==> src/rtl/dma_pkg.sv <==
package dma_pkg;

  localparam int WORD_W = 32;
  localparam int CNT_W  = 16;
  localparam int STEP_W = 16;

  // Word slot inside a channel block (bus_addr[4:2])
  typedef enum logic [2:0] {
    SLOT_SRC   = 3'd0,
    SLOT_DST   = 3'd1,
    SLOT_CNT   = 3'd2,
    SLOT_GAP_A = 3'd3,
    SLOT_STEP  = 3'd4,
    SLOT_FSRC  = 3'd5,
    SLOT_FDST  = 3'd6,
    SLOT_GAP_B = 3'd7
  } slot_e;

  typedef struct packed {
    logic [WORD_W-1:0] src;
    logic [WORD_W-1:0] dst;
    logic [CNT_W-1:0]  ecnt;
    logic [CNT_W-1:0]  fcnt;
    logic [STEP_W-1:0] sstep;
    logic [STEP_W-1:0] dstep;
    logic [WORD_W-1:0] fsrc;
    logic [WORD_W-1:0] fdst;
  } chan_cfg_t;

  function automatic logic [CNT_W-1:0] at_least_one(input logic [CNT_W-1:0] n);
    return (n == '0) ? CNT_W'(1) : n;
  endfunction

endpackage

==> src/rtl/dma_bus_decode.sv <==
module dma_bus_decode #(
  parameter int NCH    = 4,
  parameter int ADDR_W = 8,
  parameter int CH_W   = 2
) (
  input  logic              bus_wr,
  input  logic [ADDR_W-1:0] bus_addr,
  input  logic [NCH-1:0]    sel_bits,
  output logic [NCH-1:0]    blk_hit,
  output dma_pkg::slot_e    slot,
  output logic [NCH-1:0]    hw_set,
  output logic [NCH-1:0]    hw_clr,
  output logic [NCH-1:0]    sw_go
);
  localparam int CTL_BASE = NCH * 32;

  logic              aligned;
  logic              in_ctl;
  logic [CH_W-1:0]   blk_idx;
  logic [ADDR_W-1:0] ctl_ofs;
  logic              ctl_ok;

  always_comb begin
    aligned = (bus_addr[1:0] == 2'b00);
    in_ctl  = (bus_addr >= ADDR_W'(CTL_BASE));
    blk_idx = bus_addr[5 +: CH_W];
    slot    = dma_pkg::slot_e'(bus_addr[4:2]);
    ctl_ofs = bus_addr - ADDR_W'(CTL_BASE);
    ctl_ok  = bus_wr && aligned && in_ctl && (ctl_ofs[ADDR_W-1:4] == '0);
  end

  for (genvar c = 0; c < NCH; c++) begin : g_hit
    assign blk_hit[c] = bus_wr && aligned && !in_ctl && (blk_idx == CH_W'(c));
  end

  always_comb begin
    hw_set = '0;
    hw_clr = '0;
    sw_go  = '0;
    if (ctl_ok) begin
      case (ctl_ofs[3:2])
        2'd0:    hw_set = sel_bits;
        2'd1:    hw_clr = sel_bits;
        2'd2:    sw_go  = sel_bits;
        default: ;
      endcase
    end
  end

endmodule

==> src/rtl/dma_cfg_store.sv <==
module dma_cfg_store #(
  parameter int NCH = 4
) (
  input  logic                clk,
  input  logic                rst_n,
  input  logic [NCH-1:0]      blk_hit,
  input  dma_pkg::slot_e      slot,
  input  logic [31:0]         wdata,
  output dma_pkg::chan_cfg_t  cfg [NCH]
);
  import dma_pkg::*;

  for (genvar c = 0; c < NCH; c++) begin : g_blk
    chan_cfg_t r;
    always_ff @(posedge clk or negedge rst_n) begin
      if (!rst_n) begin
        r <= '0;
      end else if (blk_hit[c]) begin
        case (slot)
          SLOT_SRC:  r.src <= wdata;
          SLOT_DST:  r.dst <= wdata;
          SLOT_CNT:  {r.fcnt, r.ecnt} <= wdata;
          SLOT_STEP: {r.dstep, r.sstep} <= wdata;
          SLOT_FSRC: r.fsrc <= wdata;
          SLOT_FDST: r.fdst <= wdata;
          default:   ; // gap slots: decoded, nothing kept
        endcase
      end
    end
    assign cfg[c] = r;
  end

endmodule

==> src/rtl/dma_chan_ctl.sv <==
module dma_chan_ctl #(
  parameter int NCH = 4
) (
  input  logic           clk,
  input  logic           rst_n,
  input  logic [NCH-1:0] blk_hit,
  input  logic [NCH-1:0] hw_set,
  input  logic [NCH-1:0] hw_clr,
  input  logic [NCH-1:0] sw_go,
  input  logic [NCH-1:0] hw_req,
  input  logic [NCH-1:0] fin,
  output logic [NCH-1:0] pend,
  output logic [NCH-1:0] hw_en,
  output logic [NCH-1:0] sw_en,
  output logic [NCH-1:0] kill
);

  assign kill = blk_hit & pend;

  for (genvar c = 0; c < NCH; c++) begin : g_ch
    logic trig;
    assign trig = sw_go[c] || (hw_req[c] && hw_en[c]);

    always_ff @(posedge clk or negedge rst_n) begin
      if (!rst_n) begin
        pend[c]  <= 1'b0;
        hw_en[c] <= 1'b0;
        sw_en[c] <= 1'b0;
      end else begin
        if (hw_set[c])      hw_en[c] <= 1'b1;
        else if (hw_clr[c]) hw_en[c] <= 1'b0;

        if (kill[c])        sw_en[c] <= 1'b0;
        else if (sw_go[c])  sw_en[c] <= 1'b1;
        else if (fin[c])    sw_en[c] <= 1'b0;

        if (kill[c])        pend[c] <= 1'b0;
        else if (trig)      pend[c] <= 1'b1;
        else if (fin[c])    pend[c] <= 1'b0;
      end
    end

    a_r8_kill_drops_flags: assert property (@(posedge clk) disable iff (!rst_n)
      kill[c] |=> (!pend[c] && !sw_en[c]));
    a_r8_kill_keeps_hw_en: assert property (@(posedge clk) disable iff (!rst_n)
      kill[c] |=> (hw_en[c] == $past(hw_en[c])));
    a_r3_req_needs_enable: assert property (@(posedge clk) disable iff (!rst_n)
      (hw_req[c] && !hw_en[c] && !pend[c] && !sw_go[c]) |=> !pend[c]);
  end

endmodule

==> src/rtl/dma_seq.sv <==
module dma_seq #(
  parameter int NCH  = 4,
  parameter int CH_W = 2
) (
  input  logic               clk,
  input  logic               rst_n,
  input  logic [NCH-1:0]     pend,
  input  logic [NCH-1:0]     kill,
  input  dma_pkg::chan_cfg_t cfg [NCH],
  output logic               xfer_valid,
  input  logic               xfer_ready,
  output logic [CH_W-1:0]    xfer_ch,
  output logic [31:0]        xfer_src,
  output logic [31:0]        xfer_dst,
  output logic               xfer_last,
  output logic [NCH-1:0]     fin,
  output logic [NCH-1:0]     done
);
  import dma_pkg::*;

  logic              busy;
  logic [CH_W-1:0]   act;
  logic [31:0]       cur_src, cur_dst, frm_src, frm_dst;
  logic [CNT_W-1:0]  e_left, f_left;
  logic [NCH-1:0]    avail;
  logic              pick_ok;
  logic [CH_W-1:0]   pick;
  logic              kill_act, fire, at_frame_end;
  chan_cfg_t         ac;

  // fixed priority: lowest pending, non-aborted channel
  always_comb begin
    avail   = pend & ~kill;
    pick_ok = |avail;
    pick    = '0;
    for (int i = NCH - 1; i >= 0; i--) begin
      if (avail[i]) pick = CH_W'(i);
    end
  end

  always_comb begin
    ac           = cfg[act];
    kill_act     = busy && kill[act];
    xfer_valid   = busy && !kill[act];
    fire         = xfer_valid && xfer_ready;
    at_frame_end = (e_left == CNT_W'(1));
    xfer_last    = at_frame_end && (f_left == CNT_W'(1));
    xfer_ch      = act;
    xfer_src     = cur_src;
    xfer_dst     = cur_dst;
    fin          = '0;
    if (fire && xfer_last) fin[act] = 1'b1;
  end

  always_ff @(posedge clk or negedge rst_n) begin
    if (!rst_n) begin
      busy    <= 1'b0;
      act     <= '0;
      cur_src <= '0;
      cur_dst <= '0;
      frm_src <= '0;
      frm_dst <= '0;
      e_left  <= '0;
      f_left  <= '0;
      done    <= '0;
    end else begin
      done <= fin;
      if (kill_act) begin
        busy <= 1'b0;
      end else if (fire) begin
        if (xfer_last) begin
          busy <= 1'b0;
        end else if (at_frame_end) begin
          f_left  <= f_left - CNT_W'(1);
          e_left  <= at_least_one(ac.ecnt);
          frm_src <= frm_src + ac.fsrc;
          frm_dst <= frm_dst + ac.fdst;
          cur_src <= frm_src + ac.fsrc;
          cur_dst <= frm_dst + ac.fdst;
        end else begin
          e_left  <= e_left - CNT_W'(1);
          cur_src <= cur_src + {{(32-STEP_W){1'b0}}, ac.sstep};
          cur_dst <= cur_dst + {{(32-STEP_W){1'b0}}, ac.dstep};
        end
      end else if (!busy && pick_ok) begin
        busy    <= 1'b1;
        act     <= pick;
        cur_src <= cfg[pick].src;
        cur_dst <= cfg[pick].dst;
        frm_src <= cfg[pick].src;
        frm_dst <= cfg[pick].dst;
        e_left  <= at_least_one(cfg[pick].ecnt);
        f_left  <= at_least_one(cfg[pick].fcnt);
      end
    end
  end

  a_r5_hold_under_stall: assert property (@(posedge clk) disable iff (!rst_n)
    (xfer_valid && !xfer_ready) |=> (!xfer_valid ||
      ($stable(xfer_src) && $stable(xfer_dst) && $stable(xfer_ch) && $stable(xfer_last))));
  a_r8_beat_needs_pend: assert property (@(posedge clk) disable iff (!rst_n)
    xfer_valid |-> pend[xfer_ch]);
  a_r7_done_single: assert property (@(posedge clk) disable iff (!rst_n)
    $onehot0(done));
  a_r7_done_after_last: assert property (@(posedge clk) disable iff (!rst_n)
    (|done) |-> $past(xfer_valid && xfer_ready && xfer_last));

endmodule

==> src/rtl/dma_pkt_abort.sv <==
module dma_pkt_abort #(
  parameter int NCH    = 4,
  parameter int ADDR_W = 8,
  localparam int CH_W  = (NCH > 1) ? $clog2(NCH) : 1
) (
  input  logic              clk,
  input  logic              rst_n,
  input  logic              bus_wr,
  input  logic [ADDR_W-1:0] bus_addr,
  input  logic [31:0]       bus_wdata,
  input  logic [NCH-1:0]    hw_req,
  output logic              xfer_valid,
  input  logic              xfer_ready,
  output logic [CH_W-1:0]   xfer_ch,
  output logic [31:0]       xfer_src,
  output logic [31:0]       xfer_dst,
  output logic              xfer_last,
  output logic [NCH-1:0]    done,
  output logic [NCH-1:0]    pend,
  output logic [NCH-1:0]    hw_en,
  output logic [NCH-1:0]    sw_en
);
  import dma_pkg::*;

  logic [NCH-1:0] blk_hit, hw_set, hw_clr, sw_go, kill, fin;
  slot_e          slot;
  chan_cfg_t      cfg [NCH];

  dma_bus_decode #(.NCH(NCH), .ADDR_W(ADDR_W), .CH_W(CH_W)) u_dec (
    .bus_wr   (bus_wr),
    .bus_addr (bus_addr),
    .sel_bits (bus_wdata[NCH-1:0]),
    .blk_hit  (blk_hit),
    .slot     (slot),
    .hw_set   (hw_set),
    .hw_clr   (hw_clr),
    .sw_go    (sw_go)
  );

  dma_cfg_store #(.NCH(NCH)) u_cfg (
    .clk     (clk),
    .rst_n   (rst_n),
    .blk_hit (blk_hit),
    .slot    (slot),
    .wdata   (bus_wdata),
    .cfg     (cfg)
  );

  dma_chan_ctl #(.NCH(NCH)) u_ctl (
    .clk     (clk),
    .rst_n   (rst_n),
    .blk_hit (blk_hit),
    .hw_set  (hw_set),
    .hw_clr  (hw_clr),
    .sw_go   (sw_go),
    .hw_req  (hw_req),
    .fin     (fin),
    .pend    (pend),
    .hw_en   (hw_en),
    .sw_en   (sw_en),
    .kill    (kill)
  );

  dma_seq #(.NCH(NCH), .CH_W(CH_W)) u_seq (
    .clk        (clk),
    .rst_n      (rst_n),
    .pend       (pend),
    .kill       (kill),
    .cfg        (cfg),
    .xfer_valid (xfer_valid),
    .xfer_ready (xfer_ready),
    .xfer_ch    (xfer_ch),
    .xfer_src   (xfer_src),
    .xfer_dst   (xfer_dst),
    .xfer_last  (xfer_last),
    .fin        (fin),
    .done       (done)
  );

  a_r1_one_block_hit: assert property (@(posedge clk) disable iff (!rst_n)
    $onehot0(blk_hit));
  a_r9_no_step_on_kill: assert property (@(posedge clk) disable iff (!rst_n)
    (|kill && xfer_valid) |-> !kill[xfer_ch]);

endmodule

==> config.mk <==
export PLATFORM = sky130hd
export DESIGN_NAME = dma_pkt_abort
export DESIGN_NICKNAME = d
export VERILOG_FILES = /design/src/rtl/dma_pkg.sv /design/src/rtl/dma_bus_decode.sv /design/src/rtl/dma_cfg_store.sv /design/src/rtl/dma_chan_ctl.sv /design/src/rtl/dma_seq.sv /design/src/rtl/dma_pkt_abort.sv
export SDC_FILE = /design/constraint.sdc
export NUM_CORES = 2
export LEC_CHECK = 0
export BUFFER_PORTS_ARGS = -buffer_cell sky130_fd_sc_hd__buf_4
export CELL_PAD_IN_SITES_DETAIL_PLACEMENT = 1
export CELL_PAD_IN_SITES_GLOBAL_PLACEMENT = 2
export CORE_MARGIN = 5
export CORE_UTILIZATION = 25
export CTS_BUF_LIST = sky130_fd_sc_hd__clkbuf_4 sky130_fd_sc_hd__clkbuf_8
export CTS_CLUSTER_DIAMETER = 30
export DETAILED_ROUTE_END_ITERATION = 16
export GPL_ROUTABILITY_DRIVEN = 1
export GPL_TIMING_DRIVEN = 0
export PLACE_DENSITY = 0.54
export SETUP_SLACK_MARGIN = 0.4
export SLEW_MARGIN = 5
export SYNTH_ARGS = -nofsm -noshare
export SYNTH_HDL_FRONTEND = slang
export SYNTH_HIERARCHICAL = 1
export SYNTH_SLANG_ARGS = --single-unit
==> constraint.sdc <==
create_clock -name clk -period 4.9 [get_ports clk]
set_input_delay 0.98 -clock clk [delete_from_list [all_inputs] [get_ports clk]]
set_output_delay 0.98 -clock clk [all_outputs]
set_load 0.05 [all_outputs]
* After elaboration in Yosys (flattened, before gate mapping)
Index checks and enable logic that the tools add are counted.
** Storage, ports and cells
- Register bits after elaboration :: 947
- Input port bits :: 48
- Output and inout port bits :: 84
- Word-level logic and storage cells :: 242
** Operators by class
- $add $sub $neg :: 7
- Magnitude comparators :: 5
- Equality and inequality tests :: 15
- Mux-type cells :: 78
- Bitwise logic cells :: 7
- Reduce and logical (&&, ||, !) cells :: 77
** Operator list (number)
- $bmux 192 s2 :: 2
- $mux 32 :: 14
- $mux 192 :: 2
- $mux 128 :: 2
- $mux 16 :: 11
- $add 32x16->32 :: 2
- $add 32x32->32 :: 2
- $reduce_and 2->1 :: 25
- $logic_not 16->1 :: 3
- $mux 1 :: 34
- $eq 16x1->1 const B :: 2
- $sub 16x1->16 const B :: 2
- $mux 4 :: 7
- $reduce_bool 3->1 :: 9
- $logic_and 1x1->1 :: 19
- $reduce_bool 2->1 :: 5
- $eq 3x3->1 const B :: 3
- $and 4x4->4 :: 2
- $ge 8x8->1 const B :: 1
- $mux 2 :: 4
- $sub 8x8->8 const B :: 1
- $eq 2x2->1 const B :: 3
- $ge 3x3->1 const B :: 2
- $logic_not 2->1 :: 3
- other kinds (19) :: 29

* Depth between registers and ports, before layout
- Word-level depth :: 19
- Depth in mapped cells :: 18
- Gate-level depth less buffers :: 12

* Cells and area by module
The synthesis kept the hierarchy.
** By module, submodules not included
- dma_cfg_store :: instances 1, cells an instance 1714, area an instance 29289.3 sq um, sequential area each 19218.4 sq um
- dma_seq :: instances 1, cells an instance 2306, area an instance 19118.3 sq um, sequential area each 4179.0 sq um
- dma_chan_ctl :: instances 1, cells an instance 48, area an instance 505.5 sq um, sequential area each 300.3 sq um
- dma_bus_decode :: instances 1, cells an instance 35, area an instance 302.8 sq um, sequential area each 0.0 sq um

* Least setup slack after synthesis
OpenSTA, ideal clock, no wires.
- Path type :: flip-flop to flip-flop
- Start :: register u_seq.act[0] (netlist: u_seq/xfer_ch[0])
- End :: register u_seq.cur_src[30] (netlist: u_seq/xfer_src[30])
- Setup time :: 0.066 ns
- Data arrival time :: 4.884 ns
- Data required time :: 4.834 ns
- Setup slack :: -0.050 ns
- Cell stages (with the launch flop) :: 16
- Buffers on the path :: 3
- Cell sequence :: dfrtp_1 clkbuf_1 clkbuf_1 buf_1 mux4_2 ha_1 fa_1 a21oi_1 o221ai_1 o22ai_1 o21ai_0 a211oi_1 a21oi_1 xnor2_1 o21ai_0 o221a_2
** On the way
- Word-level cells in the longest chain between the ends :: 8
- Elaborated cells on any way between the ends :: 19
- Classes of those cells :: add/sub: 2; eq/ne: 1; mux: 8; bitwise: 2; reduce/logical: 6
** Ends and longest elaborated chain
- start, declared :: line dma_seq.sv:22 : logic [CH_W-1:0] act;
- start signal, assigned :: line dma_seq.sv:87 : act <= pick;
- $not 2->3 (implied by the code) :: line dma_seq.sv:42 : ac = cfg[act];
- $bmux 192 s2 :: line dma_seq.sv:42
- $mux 128 (implied by the code) (2 in a row) :: line dma_seq.sv:42
- $add 32x16->32 or $add 32x32->32 (tied branches) :: line dma_seq.sv:82, dma_seq.sv:78
- $mux 32 :: line dma_seq.sv:73 : end else if (at_frame_end) begin
- $mux 32 :: line dma_seq.sv:71 : if (xfer_last) begin
- $mux 32 :: line dma_seq.sv:70 : end else if (fire) begin
- end signal, assigned :: line dma_seq.sv:78 : cur_src <= frm_src + ac.fsrc;
- end signal, assigned :: line dma_seq.sv:82 : cur_src <= cur_src + {{(32-STEP_W){1'b0}}, ac.sstep};
- end signal, assigned :: line dma_seq.sv:88 : cur_src <= cfg[pick].src;
- end, declared :: line dma_seq.sv:23 : logic [31:0] cur_src, cur_dst, frm_src, frm_dst;
Several ways; a longest one is shown, not always the timed one. The select of a mux whose other input is x is not followed.
A chain may end at the register's enable or synchronous reset.

* Final worst setup path
- Start :: input port bus_addr[1]
- End :: register u_seq.cur_src[11] (netlist: u_seq/xfer_src[11])
** On the way
- Elaborated cells on any way between the ends :: 34
- Classes of those cells :: order compare: 1; eq/ne: 1; mux: 11; bitwise: 5; reduce/logical: 16
** RTL lines
- start, declared :: line dma_pkt_abort.sv:9 : input logic [ADDR_W-1:0] bus_addr,
- $ge 8x8->1 or $logic_not 2->1 (tied branches) :: line dma_bus_decode.sv:25, dma_bus_decode.sv:24
- $logic_not 1->1 or $logic_and 1x1->1 (tied branches) :: line dma_bus_decode.sv:33 : assign blk_hit[c] = bus_wr && aligned && !in_ctl && (blk_idx == CH_W'(c));
- $logic_and 1x1->1 * (2 in a row) :: line dma_bus_decode.sv:33
- via blk_hit[0] :: line dma_pkt_abort.sv:25 : logic [NCH-1:0] blk_hit, hw_set, hw_clr, sw_go, kill, fin;
- $and 4x4->4 * :: line dma_chan_ctl.sv:18 : assign kill = blk_hit & pend;
- via kill[0] :: line dma_pkt_abort.sv:25
- $not 4->4 :: line dma_seq.sv:33 : avail = pend & ~kill;
- $and 4x4->4 :: line dma_seq.sv:33
- $mux 2 :: line dma_seq.sv:37 : if (avail[i]) pick = CH_W'(i);
- $not 2->3 (implied by the code) :: line dma_seq.sv:88
- $bmux 192 s2 :: line dma_seq.sv:88
- $mux 192 (2 in a row)
- $mux 32 :: line dma_seq.sv:85 : end else if (!busy && pick_ok) begin
- $mux 32 :: line dma_seq.sv:70
The timed path passes the listed nets; every way through them passes the cells marked *. The select of a mux whose other input is x is not followed.

==> results.cfg <==
[run_status]
status = completed

[global_routing]
grtUsageTotal_pct = 22.6
grt_pass1_vias = 40500
grt_antenna_before_repair = 24
grt_pass1_wl_um = 327000
grt_max_degree = 160
grt_overflow = 0

[setup_path]
worstPathArrival_ns = 5.44
critical_path_required_ns = 5.80
cp.buffers_inverters = 6
end_kind = flip-flop
crit_path_max_fanout = 10
path_cells = buf_4, or3b_1, buf_4, buf_6, nor4_4, and2_4, mux4_2, or3_1, buf_2, clkbuf_2, buf_2, nand3_1, o31ai_1, nand2_1, a21oi_1
path_delay_family = buffers and inverters
cp-start-kind = input port
critPathSlowestCell = buf_2
critical_path_class = input port to flip-flop
slowest_delay_ns = 0.51

[floorplan]
dieHeight_um = 454
initial_core_util_pct = 25.2
boundaryPins = 132
rows = 162
die_x_um = 454
core_mm2 = 0.195
dieArea_mm2 = 0.206

[place]
placed_cells = 6870
place_area_mm2 = 0.0539
routabilityCongestion = 0.893
io_buffers = 130
hpwl_um = 175000

[sta]
max_clock_freq_mhz = 220
period_minus_slack_ns = 4.54
setup_viol_count_final = 0
tightest_slew_ns = 1.37
hold_viol = 0
whs_ns = 0.0921
maxSlewViolCount = 0
rsz0062_at_grt = yes
fin_crit_sh_pct = 92.6
fin_skew_ns = 0.0701
slew-limit-headroom_pct = 8.71

[power]
power_frac_seq_pct = 27.1
p_sw_mw = 14.4
p_clk_share_pct = 37.9
switching_share_pct = 39.8
p_leak_nw = 28.8
ir_drop_uv = 332
pwr-share-comb_pct = 35.0
p_per_area_mw_per_mm2 = 581
p_total_mw = 36.3
intPower_mw = 21.9

[clocking]
clockBufferDepth = 4
cts_buffers = 315
cts_tree = yes
h-tree-depth = 5
postCtsHoldBufs = 0
root_buffer = clkbuf_8
worstSkewPairLatency_ns = 1.05
clk_pin_slew_ns = 0.04
clkSinkCount = 947

[drt]
wl_per_cell_um = 31.6
vias = 38200
first_pass_iters = 8
drc = 0
viasPerCell = 5.12
totalWireLength_um = 236000
drtAntennaViolNets = 0
first_iter_violations = 2634

[synth]
syn_area_mm2 = 0.0492
syn_inst = 4103
yosys_warnings = 6
ys_types = 92
synth_top_cell_by_area = dfrtp_1
mappedNetlistNets = 4253
yosysTopAreaCellShare_pct = 48.2
synthTopCellsByArea = dfrtp_1, mux2_2, mux4_2
ys_seq_area_share_pct = 48.2
postSynth.asyncResetShare_pct = 100
synth_area_per_cell_um2 = 12.0
synth_common_cells = dfrtp_1, mux2_2, nand2_1, a21oi_1, nor2_1
synth-edff-count = 0
yosysMostFrequentCell = dfrtp_1
ys_ff_latch = 947
synth_ff_type = dfrtp_1

[min_path]
min_path_type = input port to async pin

[finish]
regArea_mm2 = 0.0237
multi_input_area_mm2 = 0.0245
fin_area_mm2 = 0.0624
area_growth_pct = 26.8
layout.cells.non_filler = 7465
fin_nets = 4754
fillCellCount = 21400
drive_above_1_share_pct = 40.6

[flow_run]
maxCapViolCount = 0
==> sequential cells by signal, indices dropped and copies added, names as in the netlist <==
| register | cells |
|---|---|
| u_cfg/cfg | 768 |
| u_ctl/hw_en | 4 |
| u_ctl/pend | 4 |
| u_ctl/sw_en | 4 |
| u_seq/busy | 1 |
| u_seq/done | 4 |
| u_seq/e_left | 16 |
| u_seq/f_left | 16 |
| u_seq/frm_dst | 32 |
| u_seq/frm_src | 32 |
| u_seq/xfer_ch | 2 |
| u_seq/xfer_dst | 32 |
| u_seq/xfer_src | 32 |
==> area by class of cell <==
cell class | count | share of cell area (%)
timing repair buffer | 184 | 2.62
clock inverter | 92 | 2.06
tap | 2624 | 5.26
antenna | 15 | 0.0601
clock buffer | 447 | 9.24
multi-input combinational | 2798 | 39.2
inverter | 48 | 0.289
sequential | 947 | 38.0
buffer | 310 | 3.29
==> cell families (layout without fill, tap and decap cells) <==
group	Yosys count	after routing	synth area share, %
other	0	15	0
multiplexers	932	932	25.4
AND/OR/NAND/NOR	988	988	9.84
adder cells (fa/ha/maj)	102	102	2.65
flip-flops	947	947	48.2
XOR/XNOR	85	85	1.51
AO/OA/AOI/OAI	691	691	8.97
buffers and inverters	358	1081	3.44
==> power groups by stage <==
stage / logic, mW / clock network (mW) / registers [mW]
floorplan: 5.69 / 0 / 10.3
global placement: 11.6 / 0 / 9.94
detailed placement: 11.7 / 0 / 9.96
CTS: 12.5 / 14.1 / 9.86
global route: 13.2 / 14.6 / 9.92
finish: 12.7 / 13.8 / 9.84
==> stage by stage <==
step	setup TNS [ns]	util (%)	setup WS, ns
floorplan	0	-	0.382
global placement	-9381.92	27.4	-10.49
detailed placement	-338.35	27.6	-3.18
CTS	0	31.8	0.402
global route	0	31.9	0.379
finish	0	31.9	0.360
==> cells in the final DEF (no fill, tap or decap), types with 15 or more instances in the layout <==
cell type / synthesis / routed
a31oi_1: 72 / 65
mux2_1: 25 / 25
buf_4: 45 / 223
bufinv_16: 0 / 31
and3_1: 42 / 42
clkinv_2: 0 / 47
nor3_1: 52 / 47
nor4_1: 34 / 30
ha_1: 98 / 89
a21oi_1: 190 / 174
mux2_4: 60 / 60
o211ai_1: 26 / 26
buf_6: 12 / 18
nand4_1: 26 / 26
diode_2: 0 / 15
nand2b_1: 28 / 28
a21o_1: 65 / 65
xnor2_1: 49 / 49
dfrtp_1: 947 / 945
nand2_1: 421 / 421
inv_1: 48 / 48
xor2_1: 36 / 35
o21a_1: 20 / 18
nand3_1: 109 / 107
nor2_1: 176 / 170
a211oi_1: 25 / 21
o21ai_0: 153 / 141
mux2_2: 684 / 684
clkbuf_4: 0 / 82
clkbuf_2: 1 / 24
clkbuf_8: 1 / 391
mux4_2: 160 / 160
clkbuf_1: 162 / 110
buf_2: 64 / 54
==> path summary, 6_finish.rpt <==
check	start	end	depth (start not counted)	slack [ns]
setup / recovery	bus_addr[1]	u_seq/xfer_src[11]	15	0.36
hold / removal	rst_n	u_cfg/cfg[612]	2	0.09
setup reg to reg	u_seq/xfer_ch[0]	u_seq/xfer_src[27]	16	0.45
hold reg to reg	u_seq/frm_src[0]	u_seq/frm_src[0]	2	0.48
max in group asynchronous	rst_n	u_cfg/cfg[457]	4	2.88
min in group clk	bus_wdata[21]	u_cfg/cfg[149]	2	0.25
==> per-layer routing <==
metal / up-vias / global-route usage, % / wire length (um)
met5: - / 0 / 27
met4: 4 / 9.18 / 10300
met3: 408 / 4.73 / 13600
met2: 1170 / 36.8 / 111000
met1: 20400 / 29.4 / 101000
li1: 16200 / - / -
==> timing repair <==
item | in CTS | in global routing
buffers inserted | 33 | 7
cloned | 1 | 0
pin swaps | 26 | 11
endpoints found under the setup margin | 164 | 84
gates resized for setup | 252 | 64
==> worst register-to-register path: cells and delay by family (launching register included) <==
kind,cells,cell delay (ns)
xor gates and xnor gates,1,0.20
and+or+nand+nor,3,0.88
buffers and inverters,6,1.04
AOI/OAI and AO/OA,4,0.76
DFF,1,0.38
adders and majority gates,1,0.42
muxes,1,0.62
No activity file was read; power rests on OpenSTA's default activity.
